--- src/rtl/dslot_pkg.sv ---
package dslot_pkg;

  localparam int CLS_W = 8;

  localparam int CLS_UNDEF   = 0;
  localparam int CLS_PCWR    = 1;
  localparam int CLS_LONG    = 2;
  localparam int CLS_BANKRST = 3;
  localparam int CLS_DIVS    = 4;
  localparam int CLS_DIVU    = 5;
  localparam int CLS_FPOP    = 6;
  localparam int CLS_FPCPU   = 7;

  typedef logic [CLS_W-1:0] cls_t;

  // classes that are always forbidden in a slot
  localparam cls_t SLOT_BAD_MASK = cls_t'((1 << CLS_UNDEF) | (1 << CLS_PCWR) |
                                          (1 << CLS_LONG)  | (1 << CLS_BANKRST) |
                                          (1 << CLS_DIVS)  | (1 << CLS_DIVU));
  // classes that become undefined while the FPU sleeps
  localparam cls_t FPU_MASK = cls_t'((1 << CLS_FPOP) | (1 << CLS_FPCPU));

  typedef struct packed {
    logic undef_eff;
    logic slot_bad;
  } verdict_t;

endpackage

--- src/rtl/dslot_req.sv ---
module dslot_req
  import dslot_pkg::*;
#(
  parameter int ADDR_W = 32
) (
  input  logic              clk,
  input  logic              rst,
  input  logic              flush,
  input  logic              dec_valid,
  input  logic              slot_pend,
  input  logic [ADDR_W-1:0] slot_tgt,
  input  verdict_t          verdict,
  output logic              slot_illegal,
  output logic              gen_illegal,
  output logic [ADDR_W-1:0] ret_pc
);

  logic live;
  logic fire_slot;
  logic fire_gen;

  assign live      = dec_valid & ~flush;
  assign fire_slot = live & slot_pend & verdict.slot_bad;
  assign fire_gen  = live & ~slot_pend & verdict.undef_eff;

  always_ff @(posedge clk) begin
    if (rst) begin
      slot_illegal <= 1'b0;
      gen_illegal  <= 1'b0;
      ret_pc       <= '0;
    end else begin
      slot_illegal <= fire_slot;
      gen_illegal  <= fire_gen;
      if (fire_slot) begin
        ret_pc <= slot_tgt;
      end
    end
  end

endmodule

--- config.mk ---
export PLATFORM = sky130hd
export DESIGN_NAME = dslot_req
export DESIGN_NICKNAME = d
export VERILOG_FILES = /design/src/rtl/dslot_pkg.sv /design/src/rtl/dslot_req.sv
export SDC_FILE = /design/constraint.sdc
export NUM_CORES = 1
export LEC_CHECK = 0
export ABC_CLOCK_PERIOD_IN_PS = 1400
export BUFFER_PORTS_ARGS = -buffer_cell sky130_fd_sc_hd__clkbuf_2
export CAP_MARGIN = 20
export CORE_UTILIZATION = 25
export DETAILED_ROUTE_END_ITERATION = 8
export HOLD_SLACK_MARGIN = 0.02
export PLACE_DENSITY_LB_ADDON = 0.3
export SKIP_CTS_REPAIR_TIMING = 1
export SLEW_MARGIN = 20
export SYNTH_ARGS = -nofsm -noshare
export SYNTH_HDL_FRONTEND = slang
export SYNTH_SLANG_ARGS = --single-unit
--- constraint.sdc ---
create_clock -name clk -period 1.4 [get_ports clk]
set_clock_uncertainty 0.2 [all_clocks]
set_input_delay 0.07 -clock clk [delete_from_list [all_inputs] [get_ports clk]]
set_output_delay 0.07 -clock clk [all_outputs]
set_load 0.02 [all_outputs]
==> results of run 1 <==
-- layer usage --
layer | up-vias | global-route usage, % | part of all wire [%] | wire length (um)
li1 | 674 | - | - | -
met1 | 561 | 10.57 | 45 | 1423
met2 | 42 | 14.62 | 49 | 1554
met3 | 5 | 3.750 | 5.2 | 167
met4 | 0 | 4.286 | 1.6 | 51
met5 | - | 0 | 0 | 0
-- cell families (layout without fill, tap and decap cells) --
logic type | after synthesis | after routing
and+or+nand+nor | 68 | 68
DFF | 34 | 34
muxes | 32 | 32
buffers and inverters | 11 | 118
-- cell usage after synthesis --
master     n
nand2b_1  64
dfxtp_1   34
mux2i_1   32
clkbuf_1   6
buf_12     3
and4b_1    1
and4b_2    1
buf_2      1
buf_6      1
nor2_1     1
nor2b_1    1
-- power by group --
part,internal [mW],leakage (nW),switching [mW]
Clock,0.342,0.0383,0.313
Sequential,0.989,0.275,0.0104
Combinational,0.183,0.701,0.114
Total,1.51,1.01,0.438
-- state kept, by name (all words and copies together), names as in the netlist --
| signal | cells |
|---|---|
| gen_illegal | 1 |
| ret_pc | 32 |
| slot_illegal | 1 |
-- worst min-delay path by stage --
stage / start / end / slack, ns / cells past startpoint
floorplan: slot_tgt[24] / ret_pc[24] / 0.02 / 2
global placement: slot_tgt[12] / ret_pc[12] / 0.12 / 3
global route: rst / slot_illegal / 0.05 / 3
CTS: slot_tgt[21] / ret_pc[21] / -0.18 / 3
detailed placement: slot_tgt[3] / ret_pc[3] / 0.12 / 3
finish: rst / slot_illegal / 0.04 / 3
-- stage by stage --
stage | total power, mW | hold WS [ns] | setup slack [ns]
6_report | 1.951 | 0.03843 | 0.3386
5_1_grt | 2.064 | 0.04771 | 0.2901
4_1_cts | 1.926 | -0.1830 | 0.3176
3_5_place_dp | 1.241 | 0.1226 | 0.2229
3_3_place_gp | 1.240 | 0.1181 | 0.2614
2_1_floorplan | 1.153 | 0.02485 | 0.3870
-- worst register-to-register path, stage by stage (launching register included) --
cell,delay [ns]
dfxtp_1,0.34
nand2b_1,0.06
mux2i_1,0.12
-- area by class of cell --
type                    instances  area share [%]
well taps                      75           3.935
clock buffers                   7           3.200
flip-flops and latches         34           28.54
repair buffers                111           32.74
multi-input cells             100           31.58
==> results_dict.tcl, run 1 <==
set metrics [dict create \
    outcome "completed" \
    core_area_um2 5921 \
    post-dp-hpwl_um 2033 \
    crit_end "ret_pc[4]" \
    synth_top_family_by_area "simple AND/OR/NAND/NOR gates" \
    drt-initial-drc-count 24 \
    max_freq_mhz 942.1 \
    required_ns 1.13 \
    drv_slew 0 \
    seq_area_um2 680.7 \
    fin_crit_ns 1.061 \
    yosys.area_share.simple_pct 28.19 \
    path_max_fanout 2 \
    cellPowerDensity_nw_per_um2 818.0 \
    yosysWarnings 0 \
    slew_headroom_pct 86.85 \
    antenna_found_initial 0 \
    crit_path_cell_trace "clkbuf_2" \
    reg2reg_depth 2 \
    start_util_pct 25.87 \
    place_area_um2 1948 \
    clk_pin_slew_worst_paths_ns 0.06 \
    dr.pass1.iters 4 \
    clockBufferDepth 2 \
    final_area_um2 2385 \
    clock_latency_ns 0.27 \
    htreeDepth 2 \
    syn_avg_cell_area_um2 10.56 \
    drt-vias-per-instance 3.920 \
    fin_util_pct 40.28 \
    grt_overflow 0 \
    drv_cap 0 \
    num_vias 1282 \
    cts_root_buffer "clkbuf_8" \
    peakVddDrop_mv 0.4027 \
    p_leak_nw 1.014 \
    finalHoldViolCount 0 \
    ys_seq_area_share_pct 44.44 \
    drive_above_1_share_pct 32.54 \
    dieArea_um2 6442 \
    first_global_vias 1004 \
    cp_top_family "flip-flops" \
    rsz0062_at_grt "false" \
    start_kind "register" \
    grt_usage_pct 9.145 \
    crit_path_end_kind "primary output" \
    drc_errors 0 \
    finalSetupViolCount 0 \
    crit_cells 1 \
    synth-xor-area-share_pct 0 \
    synth_top_area_share_pct 44.44 \
    cts_inserted_buffers 5 \
    fin_tns_setup_ns 0 \
    max_slew.worst_pin.slew_ns 0.1973 \
    wirelength_um 3196 \
    grt_max_degree 67 \
    final_common_cell "clkbuf_2" \
    placedCellCount 284 \
    synth_nets 184 \
    rows 28 \
    die_w_um 80.27 \
    grt_pass1_wl_um 4491 \
    synthAdderAreaFrac_pct 0 \
    synth_area_um2 1531 \
    cts_tree "yes" \
    timing.critical_path.buf_inv 1 \
    ys_types 11 \
    insertedDiodeCount 0 \
    port_buffers 72 \
    antenna_left 0 \
    synth_seq_cells 34 \
    cp-startpoint "ret_pc[4]" \
    synth_compound_area_share_pct 0 \
    ios 73 \
    slowest_stage "dfxtp_1" \
    fill_cells 611 \
    cts_sinks 34 \
    path_class "register to primary output" \
    wl_per_cell_um 9.774 \
    instances_no_fill 327 \
    synth.largest_area_cell "dfxtp_1" \
    synth_area_leaders "dfxtp_1 (44%), nand2b_1 (26%), mux2i_1 (21%)" \
    final_nets 291 \
    die_y_um 80.27 \
    finalCritPeriodShare_pct 75.82 \
    slowest_delay_ns 0.35 \
    areaGrowthSynthToFinish_pct 55.72 \
    r2r-end "ret_pc[27]" \
    r2r_start "ret_pc[27]" \
    final_cell_mix "clkbuf_2 (72), nand2b_1 (64), dlygate4sd3_1 (36), dfxtp_1 (34), mux2i_1 (32)" \
    arrival_ns 0.79 \
    regToRegSetupSlack_ns 0.62 \
    place_congestion 0.6534 \
    synth_cells 145 \
    synth_mux_area_share_pct 20.92 \
    multi_input_comb_area_um2 753.2 \
    min_path_type "input port to register" \
]
Power figures use the tool's default switching activity.
==> run 2, diff against run 1 <==
ABC_CLOCK_PERIOD_IN_PS = 900   (was 1400)
clock period = 0.9 ns   (was 1.4 ns; I/O delays follow)
==> run 2 against run 1 <==
  * The run now ends with negative hold slack, negative setup slack left
  * Sequential share of layout area is 1.8 points lower
  * Setup slack worse by 0.42 ns
  * Clock power is 54% higher
  * Final cell count is 1.5% higher
  * Cell area is 13% higher
  * First-iteration DRC count stayed put
  * Combinational power is 74% higher
  * Via count is 2.8% higher
  * Hold slack worse by 0.16 ns
  * Global-route usage is 0.39 points higher
  * Total power is 59% higher
  * Critical path type unchanged
  * Critical endpoint is now ret_pc[31]
  * Highest routed layer unchanged
==> results_dict.tcl, run 2 (synthesis gave the netlist of run 1 again) <==
set metrics [dict create \
    slowest_stage "dfxtp_2" \
    start_util_pct 25.87 \
    areaGrowthSynthToFinish_pct 76.47 \
    first_global_vias 1061 \
    cts_sinks 34 \
    path_class "register to primary output" \
    rows 28 \
    peakVddDrop_mv 0.4995 \
    min_path_type "input port to register" \
    drt-initial-drc-count 24 \
    grt_overflow 0 \
    max_freq_mhz 1019 \
    drc_errors 0 \
    start_kind "register" \
    final_nets 296 \
    dieArea_um2 6442 \
    final_common_cell "nand2b_1" \
    fin_util_pct 45.65 \
    post-dp-hpwl_um 2083 \
    hp-start "verdict[1]" \
    instances_no_fill 332 \
    slew_headroom_pct 91.03 \
    place_ws_ns -0.2649 \
    whs_ns -0.1233 \
    dr.pass1.iters 4 \
    cts_inserted_buffers 5 \
    finalSetupViolCount 34 \
    top_register "ret_pc" \
    clockBufferDepth 2 \
    largest_reg_flops 32 \
    path_max_fanout 2 \
    grt_usage_pct 9.534 \
    drv_cap 0 \
    required_ns 0.65 \
    grt_max_degree 43 \
    fin_crit_ns 0.9813 \
    crit_path_cell_trace "buf_6" \
    layout_setup_ws_ns -0.08130 \
    port_buffers 72 \
    finalCritPeriodShare_pct 109.0 \
    crit_path_end_kind "primary output" \
    drv_slew 0 \
    arrival_ns 0.74 \
    timing.critical_path.buf_inv 1 \
    drt-vias-per-instance 3.970 \
    slowest_delay_ns 0.34 \
    htreeDepth 2 \
    outcome "finished, violations left" \
    clock_latency_ns 0.27 \
    multi_input_comb_area_um2 775.7 \
    seq_area_um2 723.2 \
    finalHoldViolCount 2 \
    drive_above_1_share_pct 49.81 \
    top_regs "ret_pc: 32 flops, gen_illegal: 1 flops, slot_illegal: 1 flops" \
    cp-startpoint "ret_pc[31]" \
    r2r_start "ret_pc[2]" \
    clk_pin_slew_worst_paths_ns 0.06 \
    num_vias 1318 \
    cts_tree "yes" \
    cellPowerDensity_nw_per_um2 1146 \
    antenna_found_initial 0 \
    max_slew.worst_pin.slew_ns 0.1308 \
    die_y_um 80.27 \
    die_w_um 80.27 \
    insertedDiodeCount 0 \
    fill_cells 571 \
    fin_tns_setup_ns -2.229 \
    core_area_um2 5921 \
    cp_top_family "flip-flops" \
    wirelength_um 3515 \
    ios 73 \
    wl_per_cell_um 10.59 \
    violations "negative hold slack, negative setup slack" \
    cts_root_buffer "clkbuf_8" \
    rsz0062_at_grt "true" \
    placedCellCount 285 \
    final_cell_mix "nand2b_1 (61), clkbuf_2 (38), dfxtp_2 (34), buf_6 (34)" \
    antenna_left 0 \
    p_leak_nw 1.136 \
    place_congestion 0.6862 \
    grt_pass1_wl_um 4623 \
]
## run 2: cell types whose count changed in the layout (fill, tap and decap cells not counted), sizes merged
cell         delta
clkbuf         -34
dlygate4sd3     -4
buf            +43
## run 2: through the flow
step,power [mW],hold WS [ns],area [um^2]
floorplan,1.794,-0.0001464,1531
global placement,1.940,0.08944,1968
detailed placement,1.941,0.09496,1968
CTS,3.004,-0.2087,2044
global route,3.264,-0.1145,2703
finish,3.096,-0.1233,2703
## run 2: worst paths after layout
kind | endpoint | slack (ns) | cells after the start
worst max-delay path | ret_pc[31] | -0.08 | 1
worst min-delay path | gen_illegal | -0.12 | 2
worst max register to register | ret_pc[2] | 0 | 3
worst min register to register | ret_pc[1] | 0.28 | 2
## run 2: per-layer routing
metal | GRT usage (%) | wire length (um) | vias to the layer above
li1 | - | - | 683
met1 | 10.92 | 1475 | 587
met4 | 4.286 | 53 | 0
met2 | 15.47 | 1824 | 42
met5 | 0 | 0 | -
met3 | 3.864 | 162 | 6
## run 2: power by group
part	internal, mW	switching (mW)
logic	0.333	0.184
clock network	0.532	0.482
registers	1.54	0.0225
total	2.41	0.688
## run 2: final cells by class
class	instances	area share (%)
clock buffers	7	2.824
flip-flops and latches	34	26.76
well taps	75	3.472
repair buffers	116	38.24
multi-input cells	100	28.70
==> run 3, diff against run 2 <==
GPL_TIMING_DRIVEN = 0   (was not set)
==> run 3 against run 2 <==
  * The flow still finishes with violations (negative hold slack, negative setup slack)
  * Sequential share of layout area down 2.1 points
  * Clock power up 30%
  * Via count rose by 8.0%
  * Setup slack worse by 0.00054 ns
  * Total power increased by 11%
  * Fmax barely moved
  * Global-route usage increased by 1.2 points
  * Wire length grew 16%
==> results_dict.tcl, run 3 (synthesis gave the netlist of run 1 again) <==
set metrics [dict create \
    slowest_delay_ns 0.35 \
    clk_pin_slew_worst_paths_ns 0.07 \
    top_regs "ret_pc: 32 flops, gen_illegal: 1 flops, slot_illegal: 1 flops" \
    drv_cap 0 \
    drc_errors 0 \
    finalSetupViolCount 48 \
    cts_inserted_buffers 5 \
    htreeDepth 2 \
    final_cell_mix "nand2b_1 (63), clkbuf_2 (38), dlygate4sd3_1 (35), buf_6 (35), dfxtp_2 (34)" \
    path_max_fanout 2 \
    slowest_stage "dfxtp_2" \
    die_w_um 80.27 \
    finalHoldViolCount 8 \
    clock_latency_ns 0.28 \
    wirelength_um 4081 \
    max_freq_mhz 1018 \
    fin_crit_ns 0.9818 \
    layout_setup_ws_ns -0.08184 \
    cellPowerDensity_nw_per_um2 1172 \
    multi_input_comb_area_um2 759.5 \
    first_global_vias 1155 \
    required_ns 0.65 \
    instances_no_fill 355 \
    rsz0062_at_grt "true" \
    final_nets 318 \
    drt-initial-drc-count 35 \
    peakVddDrop_mv 0.4913 \
    regToRegSetupSlack_ns 0.01 \
    cts_sinks 34 \
    start_util_pct 25.87 \
    wl_per_cell_um 11.50 \
    power.total_mw 3.435 \
    arrival_ns 0.74 \
    fill_cells 555 \
    whs_ns -0.05355 \
    crit_path_end_kind "primary output" \
    dieArea_um2 6442 \
    drt-vias-per-instance 4.008 \
    ios 73 \
    areaGrowthSynthToFinish_pct 91.42 \
    num_vias 1423 \
    insertedDiodeCount 0 \
    start_kind "register" \
    top_register "ret_pc" \
    port_buffers 71 \
    seq_area_um2 723.2 \
    rows 28 \
    placedCellCount 291 \
    cp_top_family "flip-flops" \
    dr.pass1.iters 3 \
    cts_root_buffer "clkbuf_8" \
    antenna_found_initial 0 \
    largest_reg_flops 32 \
    crit_path_cell_trace "buf_6" \
    p_leak_nw 1.256 \
    drive_above_1_share_pct 51.07 \
    core_area_um2 5921 \
    post-dp-hpwl_um 2406 \
    final_common_cell "nand2b_1" \
    cts_tree "yes" \
    die_y_um 80.27 \
    min_path_type "input port to register" \
    drv_slew 0 \
    fin_util_pct 49.51 \
    grt_max_degree 11 \
    max_slew.worst_pin.slew_ns 0.4003 \
    grt_usage_pct 10.72 \
    antenna_left 0 \
    outcome "finished, violations left" \
    violations "negative hold slack, negative setup slack" \
    place_ws_ns -0.2710 \
    grt_overflow 0 \
    place_congestion 0.6427 \
    timing.critical_path.buf_inv 1 \
    grt_pass1_wl_um 5202 \
    finalCritPeriodShare_pct 109.1 \
    clockBufferDepth 2 \
    path_class "register to primary output" \
    slew_headroom_pct 73.32 \
]
run 3: changes by cell type in the layout (fill, tap and decap cells not counted):
cell           before  now
buf_4               8   18
clkbuf_16           0    3
clkbuf_8            5    8
dlygate4sd3_1      32   35
clkbuf_1            2    4
nand2b_1           61   63
nand2b_4            3    1
and4b_1             0    1
and4b_2             2    1
buf_2               0    1
buf_6              34   35
run 3: final timing paths:
path / end / cells after the start / from
worst max-delay path: ret_pc[30] / 1 / ret_pc[30]
worst min-delay path: gen_illegal / 3 / slot_pend
worst max register to register: ret_pc[6] / 3 / ret_pc[6]
worst min register to register: ret_pc[19] / 2 / ret_pc[19]
run 3: per-layer routing:
layer / track usage (%) / part of all wire, % / up-vias
li1: - / - / 730
met4: 3.750 / 0.37 / 0
met5: 0 / 0 / -
met2: 17.52 / 54 / 41
met3: 3.750 / 4.6 / 2
met1: 12.96 / 41 / 650
run 3: worst reg2reg max path: cells and delay by family (launching register included):
family                 cells  cell delay [ns]
muxes                      1             0.13
buffers and inverters      1             0.10
DFF                        1             0.34
and+or+nand+nor            1             0.05
run 3: cell type report:
cell class                 count  share of cell area (%)
buffer                        11                   3.756
timing repair buffer         127                   38.71
tap                           75                   3.201
clock buffer                   8                   3.756
multi-input combinational    100                   25.91
sequential                    34                   24.67
run 3: power by group:
group          total (mW)  switching (mW)  internal (mW)
Sequential           1.57          0.0227           1.54
Combinational       0.561           0.197          0.364
Clock                1.31           0.535          0.773
run 3: per-stage QoR:
stage                     instance area [um^2]  setup TNS, ns
after floorplan                           1531         -2.640
after global placement                    1981         -8.002
after detailed placement                  1981         -8.189
after CTS                                 2091         -4.828
after global routing                      2932         -4.866
final                                     2932         -2.584
